`config.mk`:
```
export PLATFORM = sky130hd
export DESIGN_NAME = hbridge_gate_ctrl
export DESIGN_NICKNAME = d
export VERILOG_FILES = /design/src/rtl/hbg_pkg.sv /design/src/rtl/hbg_ctrl.sv /design/src/rtl/hbg_datapath.sv /design/src/rtl/hbridge_gate_ctrl.sv
export SDC_FILE = /design/constraint.sdc
export NUM_CORES = 1
export LEC_CHECK = 0
export ABC_AREA = 1
export CORE_ASPECT_RATIO = 1.5
export CORE_MARGIN = 10
export CORE_UTILIZATION = 44
export CTS_CLUSTER_DIAMETER = 50
export DETAILED_ROUTE_END_ITERATION = 10
export PLACE_DENSITY = 0.83
export SLEW_MARGIN = 20
export SYNTH_ARGS = -nofsm -noshare
export SYNTH_HDL_FRONTEND = slang
export SYNTH_SLANG_ARGS = --single-unit
```
`constraint.sdc`:
```
create_clock -name clk -period 1.4 [get_ports clk]
set_input_delay 0.42 -clock clk [delete_from_list [all_inputs] [get_ports clk]]
set_output_delay 0.42 -clock clk [all_outputs]
set_load 0.01 [all_outputs]
```
`src/rtl/hbg_pkg.sv`:
```
package hbg_pkg;
  typedef enum logic [1:0] {
    GATE_REL = 2'b00,
    GATE_SNK = 2'b01,
    GATE_SRC = 2'b10
  } gate_e;

  typedef enum logic [1:0] {
    DIAG_Z  = 2'b00,
    DIAG_LO = 2'b01,
    DIAG_HI = 2'b10
  } diag_e;

  localparam int NUM_SW = 4;
  localparam int IDX_HS1 = 3;
  localparam int IDX_LS1 = 2;
  localparam int IDX_HS2 = 1;
  localparam int IDX_LS2 = 0;

  // control-to-datapath strobes
  typedef struct packed {
    logic levelEdge;
    logic blockOn;
  } strobe_t;

  // conduction pattern {HS1,LS1,HS2,LS2} for a direction/PWM pair
  function automatic logic [NUM_SW-1:0] modeTarget(input logic dirLvl, input logic pwmLvl);
    if (pwmLvl)      return 4'b1010;
    else if (dirLvl) return 4'b1001;
    else             return 4'b0110;
  endfunction
endpackage

```
`src/rtl/hbg_ctrl.sv`:
```
module hbg_ctrl
  import hbg_pkg::*;
#(
  parameter int DT_W = 8
) (
  input  logic            clk,
  input  logic            rst_n,
  input  logic            dirIn,
  input  logic            pwmIn,
  input  logic [DT_W-1:0] deadCycles,
  output strobe_t         strobes
);
  logic            dirPrev;
  logic            pwmPrev;
  logic [DT_W-1:0] deadCnt;
  logic            levelEdge;

  assign levelEdge = (dirIn ^ dirPrev) | (pwmIn ^ pwmPrev);

  always_ff @(posedge clk) begin
    if (!rst_n) begin
      dirPrev <= 1'b0;
      pwmPrev <= 1'b0;
      deadCnt <= '0;
    end else begin
      dirPrev <= dirIn;
      pwmPrev <= pwmIn;
      if (levelEdge)
        deadCnt <= deadCycles;
      else if (deadCnt != '0)
        deadCnt <= deadCnt - 1'b1;
    end
  end

  always_comb begin
    strobes.levelEdge = levelEdge;
    strobes.blockOn   = levelEdge | (deadCnt != '0);
  end
endmodule

```
`src/rtl/hbg_datapath.sv`:
```
module hbg_datapath
  import hbg_pkg::*;
(
  input  logic              clk,
  input  logic              rst_n,
  input  strobe_t           strobes,
  input  logic              enable,
  input  logic              dirIn,
  input  logic              pwmIn,
  input  logic              thermFault,
  input  logic              overVolt,
  input  logic              underVolt,
  input  logic [NUM_SW-1:0] shortOff,
  output gate_e             gateCmd [NUM_SW],
  output diag_e             diagLvl
);
  logic [NUM_SW-1:0] target;
  logic [NUM_SW-1:0] onState;
  logic [NUM_SW-1:0] onNext;
  logic              shutdown;

  // thermal, overvoltage and undervoltage share one forced-sink state
  assign shutdown = thermFault | overVolt | underVolt;
  assign target   = modeTarget(dirIn, pwmIn);

  for (genvar i = 0; i < NUM_SW; i++) begin : g_sw
    // off at once; on only outside the dead window
    assign onNext[i] = enable & ~shutdown & ~shortOff[i] & target[i]
                     & (onState[i] | ~strobes.blockOn);

    always_ff @(posedge clk) begin
      if (!rst_n) begin
        onState[i] <= 1'b0;
        gateCmd[i] <= GATE_REL;
      end else begin
        onState[i] <= onNext[i];
        if (!enable)       gateCmd[i] <= GATE_REL;
        else if (onNext[i]) gateCmd[i] <= GATE_SRC;
        else               gateCmd[i] <= GATE_SNK;
      end
    end
  end

  always_ff @(posedge clk) begin
    if (!rst_n)                     diagLvl <= DIAG_Z;
    else if (!enable)               diagLvl <= DIAG_Z;
    else if (shutdown || |shortOff) diagLvl <= DIAG_LO;
    else                            diagLvl <= DIAG_HI;
  end
endmodule

```
`src/rtl/hbridge_gate_ctrl.sv`:
```
module hbridge_gate_ctrl
  import hbg_pkg::*;
#(
  parameter int DT_W = 8
) (
  input  logic            clk,
  input  logic            rst_n,
  input  logic            enable,
  input  logic            dirIn,
  input  logic            pwmIn,
  input  logic            thermFault,
  input  logic            overVolt,
  input  logic            underVolt,
  input  logic [3:0]      shortOff,
  input  logic [DT_W-1:0] deadCycles,
  output logic [1:0]      gateHs1,
  output logic [1:0]      gateLs1,
  output logic [1:0]      gateHs2,
  output logic [1:0]      gateLs2,
  output logic [1:0]      diagOut
);
  strobe_t strobes;
  gate_e   gateCmd [NUM_SW];
  diag_e   diagLvl;

  hbg_ctrl #(.DT_W(DT_W)) u_ctrl (
    .clk(clk), .rst_n(rst_n), .dirIn(dirIn), .pwmIn(pwmIn),
    .deadCycles(deadCycles), .strobes(strobes)
  );

  hbg_datapath u_dp (
    .clk(clk), .rst_n(rst_n), .strobes(strobes), .enable(enable),
    .dirIn(dirIn), .pwmIn(pwmIn), .thermFault(thermFault),
    .overVolt(overVolt), .underVolt(underVolt), .shortOff(shortOff),
    .gateCmd(gateCmd), .diagLvl(diagLvl)
  );

  assign gateHs1 = gateCmd[IDX_HS1];
  assign gateLs1 = gateCmd[IDX_LS1];
  assign gateHs2 = gateCmd[IDX_HS2];
  assign gateLs2 = gateCmd[IDX_LS2];
  assign diagOut = diagLvl;
endmodule

```
Yosys cells after proc, flatten, opt, wreduce, memory -nomap -nowiden. Index checks and enable logic that the tools add are counted.

Register bits: 24. Input bits: 20.

Add/sub/neg operators: 1. Mux-type cells: 9. Bitwise operators: 29. Reduce and logical (&&, ||, !) cells: 5.

Operator list (count): $mux W8 (2); $and A1 B1 Y1 (13); $mux W2 (5); $mux W4 (2); $or A1 B1 Y1 (8); $reduce_bool A8 Y1 (1); $sub A8 B1 Y8 const B (1); $not A1 Y1 (6); $reduce_or A4 Y1 (1); $reduce_and A2 Y1 (1); $reduce_bool A2 Y1 (1); $xor A1 B1 Y1 (2); $logic_or A1 B1 Y1 (1).

Depth between registers and ports, before layout.
Word-level depth: 8. Depth in mapped cells: 8. Depth with buffers taken out: 8.

By module. From an unflattened synthesis, not the netlist that was laid out.

Cells, all modules: 175. Area total of the unflattened synthesis: 1238.7 um2.

By module, submodules not included: hbg_ctrl (times used 1, cells each 111, area an instance 737.0 um2, sequential area each 200.2 um2); hbg_datapath (times used 1, cells each 64, area an instance 501.7 um2, sequential area each 280.3 um2).

Worst setup path before layout. No wires, ideal clock.

Path type: reg-to-reg. From: reg u_ctrl.deadCnt[0]. To: reg u_ctrl.deadCnt[2]. Library setup time: 0.116 ns. Arrival time: 1.166 ns. Data required time: 1.284 ns. Path slack: 0.118 ns. Stages on the path, launching flop included: 8. Clock period less this slack: 1.282 ns. Path through: dfxtp_1 inv_1 ha_1 nand2_1 nor2_4 nand2_8 nand2_1 nor2_1.

Word-level cells in the longest chain between the ends: 3.

Ends and longest elaborated chain: start: declaration (RTL line hbg_ctrl.sv:15) `logic [DT_W-1:0] deadCnt;`; start signal: assignment (RTL line hbg_ctrl.sv:29) `deadCnt <= deadCycles;`; start signal: assignment (RTL line hbg_ctrl.sv:31) `deadCnt <= deadCnt - 1'b1;`; $sub A8 B1 Y8 (RTL line hbg_ctrl.sv:31); $mux W8 (RTL line hbg_ctrl.sv:30) `else if (deadCnt != '0)`; $mux W8 (RTL line hbg_ctrl.sv:28) `if (levelEdge)`.

Several ways; a longest one is shown, not always the timed one. The select of a mux whose other input is x is not followed. A chain may end at the register's enable or synchronous reset.

Final worst setup path.
From: in enable. To: reg u_dp.onState[2].

Word-level cells in the longest chain between the ends: 4.

Ends and longest elaborated chain: start: declaration (RTL line hbridge_gate_ctrl.sv:8) `input logic enable,`; $and A1 B1 Y1 (3 in series) (RTL line hbg_datapath.sv:28) `assign onNext[i] = enable & ~shutdown & ~shortOff[i] & target[i]`; $and A1 B1 Y1 (RTL line hbg_datapath.sv:29) `& (onState[i] | ~strobes.blockOn);`; end signal: indexed assignment (RTL line hbg_datapath.sv:36) `onState[i] <= onNext[i];`; end: declaration (RTL line hbg_datapath.sv:18) `logic [NUM_SW-1:0] onState;`.

Every way passes these cells.

==> reports/metrics.yaml <==
hp-class: "in -> reg"
setup_tns_ns: 0
cp-end-kind: "flip-flop"
drt_first_pass_iters: 4
rsz0062_at_grt: "false"
syn2layout_area_growth_pct: 45.6
cp-startpoint: "enable"
finalSetupViolCount: 0
drt-initial-drc-count: 23
cpPeakStageDelay_ns: 0.53
cpMaxStageDelayCell: "clkdlybuf4s50_1"
yosys-top-cells-area: "dfxtp_1, nand2_1, nor2_1"
die-area_sq_um: 5210
worst-setup-path-type: "in -> reg"
min_from: "overVolt"
worstMarginPinSlew_ns: 0.273
drc: 0
timing.rr.start: "u_ctrl.deadCnt[1]$_SDFFE_PN0P_"
clockBufferDepth: 2
synthTopCellsByCount: "nand2_1, nor2_1, dfxtp_1, inv_1, nand3_1"
drv_slew: 0
start_kind: "input pin"
grt_pass1_vias: 1264
finalInstanceArea_sq_um: 1720
fmax_ghz: 0.761
fin_crit_sh_pct: 93.8
cts.clk_slew.worst_paths_ns: 0.08
h-tree-depth: 1
gp_congestion: 0.888
clk_latency_ns: 0.26
port_buffers: 29
rows: 23
cp_data_required_time_ns: 1.61
die_y_um: 83.5
ff2ff_path_depth: 8
power.total_uw: 1720
grt_max_degree: 15
finalNetCount: 240
synth_cells: 171
antenna_found_initial: 0
initial_core_util_pct: 45.2
tritoncts: "yes"
synth_area_sq_um: 1180
post-route-util_pct: 65.8
cts_buffers: 3
slew_headroom_pct: 81.7
synth_edf_count: 0
p_leak_uw: 0.000878
worstPathCellList: "clkdlybuf4s50_1 -> nand3_4 -> nor3_2 -> buf_4 -> nand2_2 -> nor2_1"
path_max_fanout: 4
ys_types: 19
pin_count: 30
status: "finished, final reports clean"
hold_viol_final: 0
vias: 1172
yosys.area.top_type: "dfxtp_1"
p_per_area_nw_per_um2: 1000
avgSynthCellArea_sq_um: 6.92
skew_ns: 0.00189
cp.arrival_ns: 1.52
cts_num_sinks: 24
whs_path_depth: 4
fill_cells: 198
synthArstFlopShare_pct: 0
syn_nets: 192
dieWidth_um: 62.4
synth_most_common_cell: "nand2_1"
wl_per_cell_um: 11.7
viasPerCell: 4.60
synth_top_cell_area_share_pct: 40.6
core_area_sq_um: 2620
root_buffer: "clkbuf_8"
routed_wl_mm: 3.00
peakVddDrop_v: 0.000780
fin_crit_ns: 1.31
ys_seq_area_share_pct: 40.6
dpl.hpwl_mm: 2.39
cap_violations: 0
place_area_sq_um: 1620
diodes: 0
yosys_most_used_dff: "dfxtp_1"
ys_warn_count: 0
grt-ovfl-total: 0
grt_pass1_wl_mm: 5.25
postRouteAntennaNets: 0
synth.ff_latch_count: 24
layout-drive-gt1-share_pct: 19.7
gr-usage-all-layers_pct: 11.9
cts_setup_buffers: 0
-- final timing paths --
path	end	slack [ns]
worst max-delay path	u_dp.onState[2]$_SDFF_PN0_	0.09
worst min-delay path	u_dp.diagLvl[1]$_SDFF_PN0_	0.50
worst max register to register	u_dp.gateCmd[7]$_SDFF_PN0_	0.13
worst min register to register	u_dp.gateCmd[4]$_SDFF_PN0_	0.54
-- final cells by class --
class	count	area, sq um	area share (%)
multi-input combinational	122	646	37.5
sequential	24	480	27.9
timing repair buffer	43	385	22.4
inverter	25	93.8	5.45
tap	37	46.3	2.69
clock buffer	3	41.3	2.40
clock inverter	1	30.0	1.74
-- state kept, by name, indices dropped and copies added (netlist names) --
register,cells
u_dp.onState,4
u_ctrl.pwmPrev,1
u_dp.diagLvl,2
u_ctrl.dirPrev,1
u_ctrl.deadCnt,8
u_dp.gateCmd,8
-- layout by cell type (no fill, tap or decap), types with 6 or more instances in the layout --
cell type        netlist  routed
nand2_1               43      42
buf_4                  0      14
dfxtp_1               24      24
nand2_4                6       6
inv_1                 22      22
dlygate4sd2_1          0      12
nand3_1               12      11
clkdlybuf4s50_1        0      15
nor2_1                35      33
nand2_2                6       7
-- worst max-delay path: cells and delay by family --
family | cells | cell delay [ns]
buffers and inverters | 2 | 0.67
and+or+nand+nor | 4 | 0.43
-- through the flow --
step	hold slack, ns	std cells	setup WS [ns]
after floorplan	0.500	171	0.118
after global placement	0.510	250	-0.328
after detailed placement	0.520	250	-0.364
after CTS	0.537	255	0.00269
after global routing	0.526	255	0.00380
final	0.496	255	0.0862
-- routing by layer --
| metal | up-vias | part of all wire, % | global-route usage (%) |
|---|---|---|---|
| met1 | 520 | 34 | 10.5 |
| met5 | - | 0 | 0 |
| met3 | 4 | 6.0 | 4.17 |
| met2 | 36 | 58 | 23.6 |
| met4 | 0 | 1.2 | 4.49 |
| li1 | 612 | - | - |
-- report_power, final --
group / switching (uW) / total, uW / internal, uW
clock network: 219 / 601 / 382
registers: 23.1 / 740 / 717
logic: 208 / 381 / 173
total: 451 / 1720 / 1270
-- timing repair --
item	CTS	global route
gates cloned	1	0
hold buffers	0	0
setup endpoints to repair	30	12
pin swaps	1	2
resized for setup	15	6
-- logic make-up (layout without fill, tap and decap cells) --
logic type                 count (synthesis)  after routing  synth area share [%]
and+or+nand+nor                          111            112                  45.9
xor gates and xnor gates                   1              1                 0.740
DFF                                       24             24                  40.6
AOI/OAI and AO/OA                          8              8                  3.38
buffers and inverters                     26             72                  8.35
adders and majority gates                  1              1                  1.06
Power figures use the tool's default switching activity.
